`src/rtl/scanirq_pkg.sv`:
```
package scanirq_pkg;
  localparam int FIELD_W      = 10;
  localparam int TGT_A_LSB    = 16;
  localparam int TGT_B_LSB    = 0;
  localparam int HP_LINE_LSB  = 0;
  localparam int HP_MODE_LSB  = 12;
  localparam int HP_DOT_LSB   = 16;
  localparam int NUM_CH       = 3;
  localparam int CH_V1        = 0;
  localparam int CH_V2        = 1;
  localparam int CH_H         = 2;

  typedef enum logic [1:0] {
    HM_ONCE       = 2'd0,
    HM_EVERY_N    = 2'd1,
    HM_EVERY_LINE = 2'd2,
    HM_RSVD       = 2'd3
  } hmode_e;
endpackage

```
`src/rtl/scanirq_line_match.sv`:
```
module scanirq_line_match #(
  parameter int LINE_W = 10,
  parameter int DOT_W  = 10
) (
  input  logic [LINE_W-1:0] tgt_line,
  input  logic [DOT_W-1:0]  tgt_dot,
  input  logic [LINE_W-1:0] raster_line,
  input  logic [DOT_W-1:0]  raster_dot,
  input  logic              odd_field,
  input  logic              interlaced,
  input  logic [LINE_W:0]   total_lines,
  output logic              hit
);
  logic [LINE_W:0] mapped;

  // Field line to raster line: 2L + parity under interlace, L otherwise
  assign mapped = interlaced ? {tgt_line, odd_field} : {1'b0, tgt_line};

  assign hit = (mapped < total_lines) &&
               (mapped == {1'b0, raster_line}) &&
               (raster_dot == tgt_dot);
endmodule

```
`src/rtl/scanirq_pulse.sv`:
```
module scanirq_pulse (
  input  logic clk,
  input  logic rst_n,
  input  logic hit,
  output logic rise,
  output logic irq
);
  logic hit_q;
  logic irq_q;

  assign rise = hit && !hit_q;

  always_ff @(posedge clk or negedge rst_n) begin
    if (!rst_n) begin
      hit_q <= 1'b0;
      irq_q <= 1'b0;
    end else begin
      hit_q <= hit;
      irq_q <= rise;
    end
  end

  assign irq = irq_q;
endmodule

```
`src/rtl/scanirq_hpos_ctrl.sv`:
```
module scanirq_hpos_ctrl
  import scanirq_pkg::*;
#(
  parameter int LINE_W = 10,
  parameter int DOT_W  = 10
) (
  input  logic              clk,
  input  logic              rst_n,
  input  logic              wr_en,
  input  logic [31:0]       wr_data,
  input  logic              fire,
  input  logic [LINE_W-1:0] raster_line,
  input  logic [LINE_W:0]   total_lines,
  input  logic [DOT_W-1:0]  line_last_dot,
  output logic [LINE_W-1:0] tgt_line,
  output logic [DOT_W-1:0]  tgt_dot
);
  localparam int SUM_W = LINE_W + 1;

  logic [LINE_W-1:0] line_q, line_d;
  logic [LINE_W-1:0] step_q, step_d;
  logic [DOT_W-1:0]  dot_q, dot_d;
  logic              rpt_q, rpt_d;
  logic              upd_en;
  hmode_e            wr_mode;
  logic [LINE_W-1:0] wr_field;
  logic [LINE_W-1:0] wr_step;
  logic [SUM_W-1:0]  half_frame;
  logic [SUM_W-1:0]  start_sum;
  logic [SUM_W-1:0]  next_sum;

  function automatic logic [LINE_W-1:0] wrap_half(input logic [SUM_W-1:0] s,
                                                  input logic [SUM_W-1:0] h);
    logic [SUM_W-1:0] r;
    r = (s > h) ? (s - h) : s;
    return r[LINE_W-1:0];
  endfunction

  assign wr_mode    = hmode_e'(wr_data[HP_MODE_LSB +: 2]);
  assign wr_field   = wr_data[HP_LINE_LSB +: LINE_W];
  assign wr_step    = (wr_mode == HM_EVERY_LINE) ? LINE_W'(1) : wr_field;
  assign half_frame = {1'b0, total_lines[LINE_W:1]};
  assign start_sum  = {2'b00, raster_line[LINE_W-1:1]} + {1'b0, wr_step};
  assign next_sum   = {1'b0, line_q} + {1'b0, step_q};
  assign upd_en     = wr_en || (fire && rpt_q);

  always_comb begin
    line_d = line_q;
    step_d = step_q;
    dot_d  = dot_q;
    rpt_d  = rpt_q;
    if (wr_en) begin
      dot_d = wr_data[HP_DOT_LSB +: DOT_W];
      case (wr_mode)
        HM_EVERY_N, HM_EVERY_LINE: begin
          step_d = wr_step;
          line_d = wrap_half(start_sum, half_frame);
          rpt_d  = 1'b1;
        end
        default: begin
          line_d = wr_field;
          rpt_d  = 1'b0;
        end
      endcase
    end else if (fire && rpt_q) begin
      line_d = wrap_half(next_sum, half_frame);
    end
  end

  always_ff @(posedge clk or negedge rst_n) begin
    if (!rst_n) begin
      line_q <= '0;
      step_q <= '0;
      dot_q  <= '0;
      rpt_q  <= 1'b0;
    end else if (upd_en) begin
      line_q <= line_d;
      step_q <= step_d;
      dot_q  <= dot_d;
      rpt_q  <= rpt_d;
    end
  end

  assign tgt_line = line_q;
  assign tgt_dot  = (dot_q > line_last_dot) ? line_last_dot : dot_q;
endmodule

```
`src/rtl/scanirq_gen.sv`:
```
module scanirq_gen
  import scanirq_pkg::*;
#(
  parameter int LINE_W = 10,
  parameter int DOT_W  = 10
) (
  input  logic              clk,
  input  logic              rst_n,
  input  logic [LINE_W-1:0] raster_line,
  input  logic [DOT_W-1:0]  raster_dot,
  input  logic              odd_field,
  input  logic              interlaced,
  input  logic [LINE_W:0]   total_lines,
  input  logic [DOT_W-1:0]  line_last_dot,
  input  logic              vpos_wr_en,
  input  logic [31:0]       vpos_wr_data,
  input  logic              hpos_wr_en,
  input  logic [31:0]       hpos_wr_data,
  output logic              irq_vpos1,
  output logic              irq_vpos2,
  output logic              irq_hpos
);
  logic [1:0]        rst_sync_q;
  logic              core_rst_n;
  logic [LINE_W-1:0] v1_q, v2_q;
  logic [LINE_W-1:0] h_line;
  logic [DOT_W-1:0]  h_dot;
  logic [LINE_W-1:0] ch_line [NUM_CH];
  logic [DOT_W-1:0]  ch_dot  [NUM_CH];
  logic [NUM_CH-1:0] ch_hit, ch_rise, ch_irq;

  always_ff @(posedge clk or negedge rst_n) begin
    if (!rst_n) rst_sync_q <= 2'b00;
    else        rst_sync_q <= {rst_sync_q[0], 1'b1};
  end
  assign core_rst_n = rst_sync_q[1];

  always_ff @(posedge clk or negedge core_rst_n) begin
    if (!core_rst_n) begin
      v1_q <= '0;
      v2_q <= '0;
    end else if (vpos_wr_en) begin
      v1_q <= vpos_wr_data[TGT_A_LSB +: LINE_W];
      v2_q <= vpos_wr_data[TGT_B_LSB +: LINE_W];
    end
  end

  scanirq_hpos_ctrl #(.LINE_W(LINE_W), .DOT_W(DOT_W)) hpos_ctrl_i (
    .clk           (clk),
    .rst_n         (core_rst_n),
    .wr_en         (hpos_wr_en),
    .wr_data       (hpos_wr_data),
    .fire          (ch_rise[CH_H]),
    .raster_line   (raster_line),
    .total_lines   (total_lines),
    .line_last_dot (line_last_dot),
    .tgt_line      (h_line),
    .tgt_dot       (h_dot)
  );

  assign ch_line[CH_V1] = v1_q;
  assign ch_dot[CH_V1]  = '0;
  assign ch_line[CH_V2] = v2_q;
  assign ch_dot[CH_V2]  = '0;
  assign ch_line[CH_H]  = h_line;
  assign ch_dot[CH_H]   = h_dot;

  for (genvar g = 0; g < NUM_CH; g++) begin : g_ch
    scanirq_line_match #(.LINE_W(LINE_W), .DOT_W(DOT_W)) match_i (
      .tgt_line    (ch_line[g]),
      .tgt_dot     (ch_dot[g]),
      .raster_line (raster_line),
      .raster_dot  (raster_dot),
      .odd_field   (odd_field),
      .interlaced  (interlaced),
      .total_lines (total_lines),
      .hit         (ch_hit[g])
    );
    scanirq_pulse pulse_i (
      .clk   (clk),
      .rst_n (core_rst_n),
      .hit   (ch_hit[g]),
      .rise  (ch_rise[g]),
      .irq   (ch_irq[g])
    );
  end

  assign irq_vpos1 = ch_irq[CH_V1];
  assign irq_vpos2 = ch_irq[CH_V2];
  assign irq_hpos  = ch_irq[CH_H];
endmodule

```
`config.mk`:
```
export PLATFORM = sky130hd
export DESIGN_NAME = scanirq_gen
export DESIGN_NICKNAME = d
export VERILOG_FILES = /design/src/rtl/scanirq_pkg.sv /design/src/rtl/scanirq_line_match.sv /design/src/rtl/scanirq_pulse.sv /design/src/rtl/scanirq_hpos_ctrl.sv /design/src/rtl/scanirq_gen.sv
export SDC_FILE = /design/constraint.sdc
export NUM_CORES = 1
export LEC_CHECK = 0
export ABC_CLOCK_PERIOD_IN_PS = 1800
export BUFFER_PORTS_ARGS = -buffer_cell sky130_fd_sc_hd__buf_2
export CAP_MARGIN = 15
export CORE_UTILIZATION = 47
export CTS_CLUSTER_DIAMETER = 200
export CTS_CLUSTER_SIZE = 25
export DETAILED_ROUTE_END_ITERATION = 8
export PLACE_DENSITY = 0.73
export SYNTH_ARGS = -nofsm -noshare
export SYNTH_HDL_FRONTEND = slang
export SYNTH_SLANG_ARGS = --single-unit
```
`constraint.sdc`:
```
create_clock -name clk -period 1.8 [get_ports clk]
set_clock_uncertainty 0.05 [all_clocks]
set_input_delay 0.09 -clock clk [delete_from_list [all_inputs] [get_ports clk]]
set_output_delay 0.09 -clock clk [all_outputs]
set_load 0.01 [all_outputs]
```
==> results.yml, run 1 <==
die:
  start_util_pct: 48.99
  rows: 41
  fp.coreArea_sq_mm: 0.01282
  io_pins: 114
  fp.dieW_um: 117.6
  die_h_um: 117.6
  dieArea_sq_mm: 0.01383
sta:
  min_period_ps: 3874
  finalWorstSetupSlack_ps: -2074
  finalHoldViolations: 0
  post-route-period-util_pct: 215.2
  whs_ps: 12.68
  slew_headroom_pct: 50.72
  tns_ps: -23190
  max_freq_ghz: 0.2581
  maxSlewViolCount: 0
  rsz0062_at_grt: "true"
  setup_violations: 16
  worst_slew_pin_slew_ps: 731.5
global_routing:
  grt_max_degree: 28
  antenna_found_initial: 0
  grt_overflow_total: 0
  grt_pass1_wl_mm: 36.56
  grt_pass1_vias: 7114
  grt_usage_pct: 34.04
logic_synthesis:
  netlist_instances: 677
  synth_enable_flop_cells: 0
  netlist_area_sq_mm: 0.006282
  synth-seq-cells: 59
  synth-warning-count: 0
  synthesis.nets: 872
  ys_async_sr_fraction_pct: 100.0
  yosysSeqAreaShare_pct: 23.50
  synth_cell_types: 61
  synth_flop_cell: "dfrtp_1"
  avgSynthCellArea_sq_um: 9.280
detailed_routing:
  drc: 0
  drtIter0Drc: 480
  via_per_inst: 5.766
  vias: 6815
  routed_wirelength_mm: 23.60
  avgRoutedWirePerCell_um: 19.97
  ant_nets: 0
  first_pass_iters: 6
finish:
  design_area_sq_mm: 0.009573
  postLayoutCoreUtil_pct: 74.64
  fin_nets: 1200
  stdcell_count: 1182
  drive_gt1_share_pct: 45.05
  antenna_cells: 0
  syn_to_final_growth_pct: 52.38
cts:
  clk_path_buf_depth: 2
  cts_sinks: 59
  cts_htree_levels: 3
  cts.clk_slew.worst_paths_ps: 60
  cts_root_buffer: "clkbuf_16"
  cts_buffers: 9
  cts_tree: "built"
  clock_latency_ps: 340
setup_path:
  cp_data_required_time_ps: 1950
  r2r-end: "hpos_ctrl_i.tgt_line[3]$_DFFE_PN0P_"
  end_kind: "flip-flop"
  critPathLaunchType: "flip-flop"
  crit_chain: "ha_4 -> a21oi_4 -> o211ai_1 -> or3_4 -> a31o_4 -> a21oi_4 -> xnor2_2 -> ha_1 -> a21o_1 -> or3_1 -> o21ai_1 -> o21ba_2 -> buf_6 -> mux2_4 -> mux2i_1 -> o21ai_1"
  cpMaxStageDelayCell: "dfrtp_2"
  r2r-start: "hpos_ctrl_i.tgt_line[1]$_DFFE_PN0P_"
  slowest_delay_ps: 450
  cp_max_fo: 7
  arrival_ps: 4020
  r2r_setup_slack_ps: -2070
  rr_worst_depth: 16
  critPathKind: "flip-flop to flip-flop"
power_and_ir_drop:
  p_leak_nw: 4.667
  p_per_area_mw_per_mm2: 1204
  finalPower_mw: 11.52
  ir_drop_mv: 1.790
placement:
  portBuffers: 91
  pre_cts_ws_ps: -2174
  place_congestion: 1.028
  place_hpwl_mm: 18.13
  dpl_cell_area_sq_mm: 0.008576
  dp_cells: 1121
hold_path:
  hp-class: "primary input to async pin"
status:
  violations: "setup timing"
  status: "finished with violations"
run:
  drv_cap: 0
==> cell type report <==
cell class	instances	area, sq um
timing repair buffer	333	2410
clock buffer	12	266.5
clock inverter	4	47.55
fill	897	3252
tap	172	215.2
multi-input combinational	554	4975
inverter	48	180.2
sequential	59	1479
==> timing repair <==
action,CTS,global route
endpoints found under the hold margin,32,0
resized for setup,23,32
hold buffers,31,0
setup buffers,7,7
pin swaps,15,21
setup endpoints to repair,16,16
==> critical path: cells and delay by family, from the launching register on <==
kind / cells / cell delay [ps]
buf+inv: 1 / 150
compound gates: 8 / 1260
mux: 2 / 460
simple gates: 2 / 650
flops: 1 / 450
xor+xnor: 1 / 170
fa+ha+maj: 2 / 530
==> worst max path at each step <==
stage	endpoint	startpoint
after floorplan	hpos_ctrl_i.tgt_line[4]$_DFFE_PN0P_	hpos_ctrl_i.tgt_line[1]$_DFFE_PN0P_
after detailed placement	hpos_ctrl_i.tgt_line[6]$_DFFE_PN0P_	hpos_ctrl_i.tgt_line[1]$_DFFE_PN0P_
after CTS	hpos_ctrl_i.tgt_line[6]$_DFFE_PN0P_	hpos_ctrl_i.tgt_line[1]$_DFFE_PN0P_
final	hpos_ctrl_i.tgt_line[3]$_DFFE_PN0P_	hpos_ctrl_i.tgt_line[1]$_DFFE_PN0P_
after global placement	hpos_ctrl_i.tgt_line[6]$_DFFE_PN0P_	hpos_ctrl_i.tgt_line[1]$_DFFE_PN0P_
after global routing	hpos_ctrl_i.tgt_line[6]$_DFFE_PN0P_	hpos_ctrl_i.tgt_line[0]$_DFFE_PN0P_
==> routing by layer <==
metal | wire length, um | track usage (%) | vias up
met5 | 0 | 0 | -
met1 | 9355 | 39.58 | 3241
met4 | 1441 | 18.83 | 0
met3 | 1517 | 7.122 | 119
li1 | - | - | 3135
met2 | 11290 | 58.16 | 320
==> synth_stat cells, types with 3 or more instances <==
library cell | number | area share, %
and2_1 | 4 | 0.40
nor3b_1 | 3 | 0.36
clkbuf_1 | 10 | 0.60
a31oi_1 | 5 | 0.50
a211oi_1 | 5 | 0.60
a21oi_1 | 37 | 2.9
nor2_1 | 38 | 2.3
ha_1 | 80 | 16
o211ai_1 | 5 | 0.60
nor2b_1 | 14 | 1.4
xnor2_1 | 37 | 5.2
inv_1 | 47 | 2.8
and3_1 | 3 | 0.30
o22ai_1 | 5 | 0.50
or2_2 | 3 | 0.30
or3_1 | 5 | 0.50
o21ai_0 | 35 | 2.8
fa_1 | 4 | 1.3
nor4_1 | 11 | 1.1
o21a_1 | 10 | 1.2
nand2b_1 | 11 | 1.1
nand3_1 | 10 | 0.80
o221ai_1 | 4 | 0.56
a21boi_0 | 4 | 0.48
xor2_1 | 40 | 5.6
nand2_1 | 25 | 1.5
nor3_1 | 8 | 0.64
mux2i_1 | 14 | 2.2
o2111ai_1 | 3 | 0.42
o31ai_1 | 3 | 0.36
mux2_2 | 67 | 12
a21o_1 | 12 | 1.4
dfrtp_1 | 59 | 24
nand4_1 | 15 | 1.5
buf_2 | 4 | 0.32
==> power breakdown <==
group / total, mW / leakage (nW) / internal, mW / switching [mW]
clock: 1.82 / 0.155 / 1.18 / 0.642
combinational: 7.97 / 3.80 / 4.33 / 3.64
sequential: 1.73 / 0.708 / 1.52 / 0.214
total: 11.5 / 4.67 / 7.03 / 4.50
==> logic make-up (layout without fill, tap and decap cells) <==
kind of cell / count (synthesis) / after routing / synth area share [%]
other cells: 1 / 1 / 0.05969
compound gates: 153 / 153 / 16.41
xor+xnor: 78 / 78 / 10.99
buf+inv: 64 / 397 / 4.143
flops: 59 / 59 / 23.50
mux: 83 / 83 / 14.72
simple gates: 155 / 155 / 12.97
fa+ha+maj: 84 / 84 / 17.21
==> state kept, by name (all words and copies together), names as in the netlist <==
signal                cells
g_ch.pulse_i.hit_q        3
g_ch.pulse_i.irq          3
hpos_ctrl_i.dot_q        10
hpos_ctrl_i.rpt_q         1
hpos_ctrl_i.step_q       10
hpos_ctrl_i.tgt_line     10
rst_sync_q                2
v1_q                     10
v2_q                     10
==> layout by cell type (no fill, tap or decap), types with 13 or more instances in the layout <==
master	netlist	final
buf_4	0	202
ha_1	80	67
dfrtp_1	59	57
nor2_1	38	38
buf_2	4	91
dlygate4sd3_1	0	31
inv_1	47	43
xor2_1	40	40
mux2_2	67	56
o21ai_0	35	27
a21oi_1	37	27
nand2_1	25	25
nand4_1	15	15
xnor2_1	37	34
mux2_4	2	13
Power figures use the tool's default switching activity.
==> inputs of run 2 (changes only) <==
Settings changed: HOLD_SLACK_MARGIN from default to 0.03.
==> run 2 against run 1 <==
The flow still finishes with violations (setup timing). Die area stayed put. Worst setup slack better by 24 ps. Combinational power hardly changed. Sequential power hardly changed. Utilization is 0.16 points higher. Wire length is 0.17% lower. Cell area is 0.21% higher. Register-to-register slack better by 20 ps. Fmax is 0.63% higher. Critical path type unchanged. Highest routed layer unchanged.
==> results.yml, run 2 (synthesis gave the netlist of run 1 again) <==
sta:
  post-route-period-util_pct: 213.9
  finalHoldViolations: 0
  maxSlewViolCount: 0
  finalWorstSetupSlack_ps: -2050
  slew_headroom_pct: 51.83
  tns_ps: -23090
  max_freq_ghz: 0.2598
  setup_violations: 16
  rsz0062_at_grt: "true"
  worst_slew_pin_slew_ps: 715.0
  min_period_ps: 3850
finish:
  fillers: 891
  most-common-layout-cells: "buf_4, buf_2, ha_1"
  antenna_cells: 0
  syn_to_final_growth_pct: 52.70
  drive_gt1_share_pct: 44.96
  multiInputGateArea_sq_mm: 0.004975
  fin_nets: 1202
  final_common_cell: "buf_4"
  regArea_sq_mm: 0.001479
setup_path:
  cp_max_fo: 7
  slowest_delay_ps: 450
  worst_path_dominant_cell_family: "compound AO/OA/AOI/OAI gates"
  crit_path_start: "hpos_ctrl_i.tgt_line[1]$_DFFE_PN0P_"
  critPathKind: "flip-flop to flip-flop"
  end_kind: "flip-flop"
  cp_data_required_time_ps: 1960
  crit_chain: "ha_4 -> a21oi_4 -> o211ai_1 -> or3_4 -> a31o_4 -> a21oi_4 -> xnor2_2 -> ha_1 -> a21o_1 -> or3_1 -> o21ai_1 -> o21ba_2 -> buf_6 -> mux2_4 -> mux2i_1 -> o21ai_1"
  arrival_ps: 4000
  critPathLaunchType: "flip-flop"
  path_buf_inv: 1
  cpMaxStageDelayCell: "dfrtp_2"
  r2r-start: "hpos_ctrl_i.tgt_line[1]$_DFFE_PN0P_"
detailed_routing:
  first_pass_iters: 5
  via_per_inst: 5.675
  dr_wl_met3_mm: 1.615
  routed_wirelength_mm: 23.56
  avgRoutedWirePerCell_um: 19.90
  wl_met2_mm: 11.39
  top_layer: "met4"
  drc: 0
  vias: 6719
  drtIter0Drc: 426
  wl_met1_mm: 9.138
  ant_nets: 0
cts:
  cts_tree: "built"
  cts_buffers: 9
  clk_path_buf_depth: 2
  cts_root_buffer: "clkbuf_16"
  cts_htree_levels: 3
  cts_sinks: 59
  clock_latency_ps: 340
  cts.clk_slew.worst_paths_ps: 60
global_routing:
  grt_pass1_wl_mm: 36.60
  grt_usage_pct: 34.08
  grt_max_degree: 28
  antenna_found_initial: 0
  grt_overflow_total: 0
  grt_pass1_vias: 7124
power_and_ir_drop:
  p_comb_share_pct: 69.2
  p_per_area_mw_per_mm2: 1201
  p_sw_mw: 4.493
  seqPwrFrac_pct: 15.0
  ir_drop_mv: 1.796
  p_leak_nw: 4.676
  power.share.switching_pct: 39.00
  intPower_mw: 7.028
  clockPowerShare_pct: 15.8
placement:
  portBuffers: 91
  pre_cts_ws_ps: -2174
  place_hpwl_mm: 18.13
  place_congestion: 1.028
die:
  fp.coreArea_sq_mm: 0.01282
  rows: 41
  die_h_um: 117.6
  io_pins: 114
  start_util_pct: 48.99
  fp.dieW_um: 117.6
  dieArea_sq_mm: 0.01383
hold_path:
  hp-class: "primary input to flip-flop"
  hp-start: "hpos_wr_data[6]"
status:
  violations: "setup timing"
  status: "finished with violations"
run:
  drv_cap: 0
==> run 2: cell types whose count changed in the layout (fill, tap and decap cells not counted) <==
cell,previous run,this run
dlygate4sd3_1,31,33
==> run 2: what timing repair did <==
action                     4_1_cts  5_1_grt
setup buffers                    7        7
setup endpoints to repair       16       16
gates resized for setup         23       32
pin swaps                       15       21
hold buffers                    33        0
hold endpoints to repair        33        0
==> run 2: area by class of cell <==
type | count | share of cell area (%)
multi-input cells | 554 | 51.86
repair buffers | 335 | 25.33
flip-flops and latches | 59 | 15.42
clock buffers | 12 | 2.778
well taps | 172 | 2.243
inverters | 48 | 1.878
clock inverters | 4 | 0.4956
==> run 2: worst reg2reg max path, cell delays in order, from the launching register on <==
cell and delay (ps):
dfrtp_2 450, ha_4 240, a21oi_4 150, o211ai_1 130, or3_4 350, a31o_4 240
a21oi_4 160, xnor2_2 170, ha_1 290, a21o_1 190, or3_1 310, o21ai_1 130
o21ba_2 170, buf_6 150, mux2_4 300, mux2i_1 150, o21ai_1 80
==> run 2: routing by layer <==
layer | global-route usage, % | vias up
met3 | 7.025 | 108
met1 | 39.67 | 3174
met5 | 0 | -
li1 | - | 3139
met4 | 18.83 | 0
met2 | 58.27 | 298
==> run 2: path summary, 6_finish.rpt <==
path                                                        to  slack (ps)  depth (start not counted)
max                        hpos_ctrl_i.tgt_line[3]$_DFFE_PN0P_       -2050                         16
min                        hpos_ctrl_i.tgt_line[6]$_DFFE_PN0P_          90                          3
max reg2reg                hpos_ctrl_i.tgt_line[3]$_DFFE_PN0P_       -2050                         16
min reg2reg                   hpos_ctrl_i.dot_q[7]$_DFFE_PN0P_         140                          0
max in group asynchronous                  v2_q[5]$_DFFE_PN0P_         990                          1
min in group asynchronous     hpos_ctrl_i.dot_q[7]$_DFFE_PN0P_         140                          0
==> run 2: power groups by stage <==
| stage | sequential, mW | clock (mW) | combinational (mW) |
|---|---|---|---|
| after floorplan | 1.69 | 0 | 4.13 |
| after global placement | 1.70 | 0 | 6.59 |
| after detailed placement | 1.71 | 0 | 6.78 |
| after CTS | 1.71 | 1.83 | 7.35 |
| after global routing | 1.74 | 1.90 | 8.60 |
| final | 1.73 | 1.82 | 7.97 |
==> run 2: stage by stage <==
stage | std cells | power [mW] | cell area [sq um] | utilization [%] | hold WS, ps
floorplan | 677 | 5.820 | 6533 | - | -255.6
global placement | 1121 | 8.289 | 8576 | 66.87 | -176.7
detailed placement | 1121 | 8.493 | 8576 | 66.87 | -171.8
CTS | 1177 | 10.89 | 9389 | 73.21 | 60.26
global route | 1184 | 12.24 | 9593 | 74.80 | 90.87
finish | 1184 | 11.52 | 9593 | 74.80 | 88.30
==> inputs of run 3 (changes only) <==
Settings changed: ABC_AREA from default to 1, PLACE_DENSITY 0.73 to 0.72.
==> run 3 against run 2 <==
The flow still finishes with violations (setup timing). Die area increased by 7.3%. Clock-buffer cell count down 1. Via count increased by 20%. Flip-flop and latch count unchanged. Cell area increased by 11%. Critical path depth up 4. Clock power is 12% lower. Worst setup slack better by 550 ps. Register-to-register slack improved by 550 ps. Hold slack gained 21 ps. Final cell count increased by 30%.
==> results.yml, run 3 <==
status:
  status: "finished with violations"
  violations: "setup timing"
hold_path:
  hp-start: "hpos_wr_data[4]"
  holdPathEnd: "hpos_ctrl_i.step_q[4]$_DFFE_PN0P_"
  hp-class: "primary input to flip-flop"
  min_path_cells: 5
die:
  dieArea_sq_mm: 0.01484
  start_util_pct: 48.43
  fp.coreArea_sq_mm: 0.01393
  rows: 43
  fp.dieW_um: 121.8
  io_pins: 114
  die_h_um: 121.8
setup_path:
  r2r-end: "hpos_ctrl_i.tgt_line[5]$_DFFE_PN0P_"
  critPathKind: "flip-flop to flip-flop"
  cp_data_required_time_ps: 2020
  cpMostUsedCell: "nand2_1"
  r2r_setup_slack_ps: -1500
  path_buf_inv: 4
  arrival_ps: 3520
  slowest_delay_ps: 420
  r2r-start: "hpos_ctrl_i.step_q[4]$_DFFE_PN0P_"
  end_kind: "flip-flop"
  cpMaxStageDelayCell: "dfrtp_1"
  rr_worst_depth: 20
  crit_chain: "ha_4 -> buf_6 -> a21o_1 -> o21bai_4 -> buf_4 -> nand2_1 -> nand4_1 -> xor2_2 -> ha_1 -> nand4_1 -> nor2_1 -> nand2_1 -> o21ai_4 -> buf_6 -> nand3_2 -> nand3_1 -> nand2_1 -> inv_2 -> nand3_2 -> nand2_2"
  cp_max_fo: 5
  worst-path-stages: 20
  critPathLaunchType: "flip-flop"
  worst_path_dominant_cell_family: "simple AND/OR/NAND/NOR gates"
sta:
  finalWorstSetupSlack_ps: -1502
  worst_slew_pin_slew_ps: 556.1
  tns_ps: -16130
  post-route-period-util_pct: 183.5
  maxSlewViolCount: 0
  min_period_ps: 3302
  rsz0062_at_grt: "true"
  slew_headroom_pct: 62.93
  max_freq_ghz: 0.3028
  finalHoldViolations: 0
  setup_violations: 16
cts:
  cts_sinks: 59
  clk_path_buf_depth: 2
  cts_tree: "built"
  clock_latency_ps: 330
  cts_htree_levels: 3
  cts_buffers: 9
  cts.clk_slew.worst_paths_ps: 50
  cts_root_buffer: "clkbuf_16"
global_routing:
  grt_usage_pct: 32.91
  antenna_found_initial: 0
  grt_pass1_vias: 7799
  grt_max_degree: 42
  grt_overflow_total: 0
  grt_pass1_wl_mm: 37.53
logic_synthesis:
  synth_flop_cell: "dfrtp_1"
  synthesis.nets: 1207
  synth-seq-cells: 59
  netlist_instances: 1012
  synth-warning-count: 0
  yosysMostFrequentCell: "nand2_1"
  yosysSeqAreaShare_pct: 21.88
  synth_enable_flop_cells: 0
  ys_top_cells_by_count: "nand2_1, inv_1, nand3_1"
  netlist_area_sq_mm: 0.006749
  synthTopCellsByArea: "dfrtp_1, nand2_1, ha_1, inv_1, nand3_1"
  ys_async_sr_fraction_pct: 100.0
  synth_cell_types: 45
  post-synth-top-area-fraction_pct: 21.88
  synth_top_area_cell: "dfrtp_1"
  avgSynthCellArea_sq_um: 6.669
power_and_ir_drop:
  p_leak_nw: 5.686
  p_per_area_mw_per_mm2: 1184
  ir_drop_mv: 0.8384
finish:
  stdcell_count: 1541
  antenna_cells: 0
  fin_nets: 1551
  drive_gt1_share_pct: 37.62
  syn_to_final_growth_pct: 57.45
  fillers: 1000
  design_area_sq_mm: 0.01063
  most-common-layout-cells: "nand2_1, buf_4, inv_1"
  final_common_cell: "nand2_1"
placement:
  place_congestion: 0.9650
  dpl_cell_area_sq_mm: 0.009199
  dp_cells: 1472
  place_hpwl_mm: 18.23
  portBuffers: 91
detailed_routing:
  routed_wirelength_mm: 24.84
  via_per_inst: 5.236
  first_pass_iters: 7
  avgRoutedWirePerCell_um: 16.12
  drtIter0Drc: 480
  drc: 0
  vias: 8069
  ant_nets: 0
run:
  drv_cap: 0
-- run 3: area by class of cell --
cell class                      instances  area (sq um)  area share [%]
Sequential cell                        59          1479           13.92
Clock buffer                           11         252.7           2.378
Timing Repair Buffer                  354          2649           24.93
Multi-Input combinational cell        773          5381           50.64
Inverter                              159         611.8           5.758
Clock inverter                          5         27.53          0.2590
Tap cell                              180         225.2           2.119
-- run 3: metrics by stage --
stage	worst slack [ps]	utilization, %	hold slack, ps	total power [mW]
4_1_cts	-1449	72.96	94.87	11.56
5_1_grt	-1676	76.26	145.3	13.47
2_1_floorplan	-1226	-	-255.6	6.206
3_3_place_gp	-1670	66.01	-171.2	9.116
3_5_place_dp	-1741	66.01	-162.9	9.186
6_report	-1502	76.26	108.9	12.58
-- run 3: kinds of logic (layout without fill, tap and decap cells) --
logic type	count (synthesis)	in the layout	share of synthesized area, %
and+or+nand+nor	485	487	32.31
other	1	1	0.05556
DFF	59	59	21.88
AOI/OAI and AO/OA	153	153	12.53
xor gates and xnor gates	48	48	6.229
buffers and inverters	182	529	10.98
adders and majority gates	84	84	16.02
-- run 3: worst max-delay path by stage --
| stage | start | end | slack (ps) |
|---|---|---|---|
| finish | hpos_ctrl_i.step_q[4]$_DFFE_PN0P_ | hpos_ctrl_i.tgt_line[5]$_DFFE_PN0P_ | -1500 |
| global route | hpos_ctrl_i.tgt_line[2]$_DFFE_PN0P_ | hpos_ctrl_i.tgt_line[3]$_DFFE_PN0P_ | -1680 |
| CTS | hpos_ctrl_i.tgt_line[0]$_DFFE_PN0P_ | hpos_ctrl_i.tgt_line[8]$_DFFE_PN0P_ | -1450 |
| detailed placement | hpos_wr_data[12] | hpos_ctrl_i.tgt_line[5]$_DFFE_PN0P_ | -1740 |
| global placement | hpos_wr_data[12] | hpos_ctrl_i.tgt_line[5]$_DFFE_PN0P_ | -1670 |
| floorplan | hpos_wr_data[12] | hpos_ctrl_i.tgt_line[7]$_DFFE_PN0P_ | -1230 |
-- run 3: per-layer routing --
metal	vias to the layer above	share of wire (%)	track usage [%]
met2	276	49	55.90
met5	-	0	0
li1	3995	-	-
met1	3723	42	41.48
met3	75	5.4	5.993
met4	0	3.7	11.73
-- run 3: power by group --
part	switching [mW]	total [mW]	internal (mW)
clock network	0.608	1.60	0.994
registers	0.216	1.76	1.54
logic	4.79	9.23	4.44
total	5.61	12.6	6.97
-- run 3: tightest hold or removal path: stages --
cell,delay (ps)
buf_2,110
inv_1,90
nor2_2,60
nand2_1,60
nand2_1,40
-- run 3: what timing repair did --
action,CTS,global route
setup endpoints to repair,16,16
hold endpoints to repair,32,0
hold buffers,32,0
buffers inserted,7,12
resized for setup,75,82
pin swaps,49,45
gates cloned,3,0
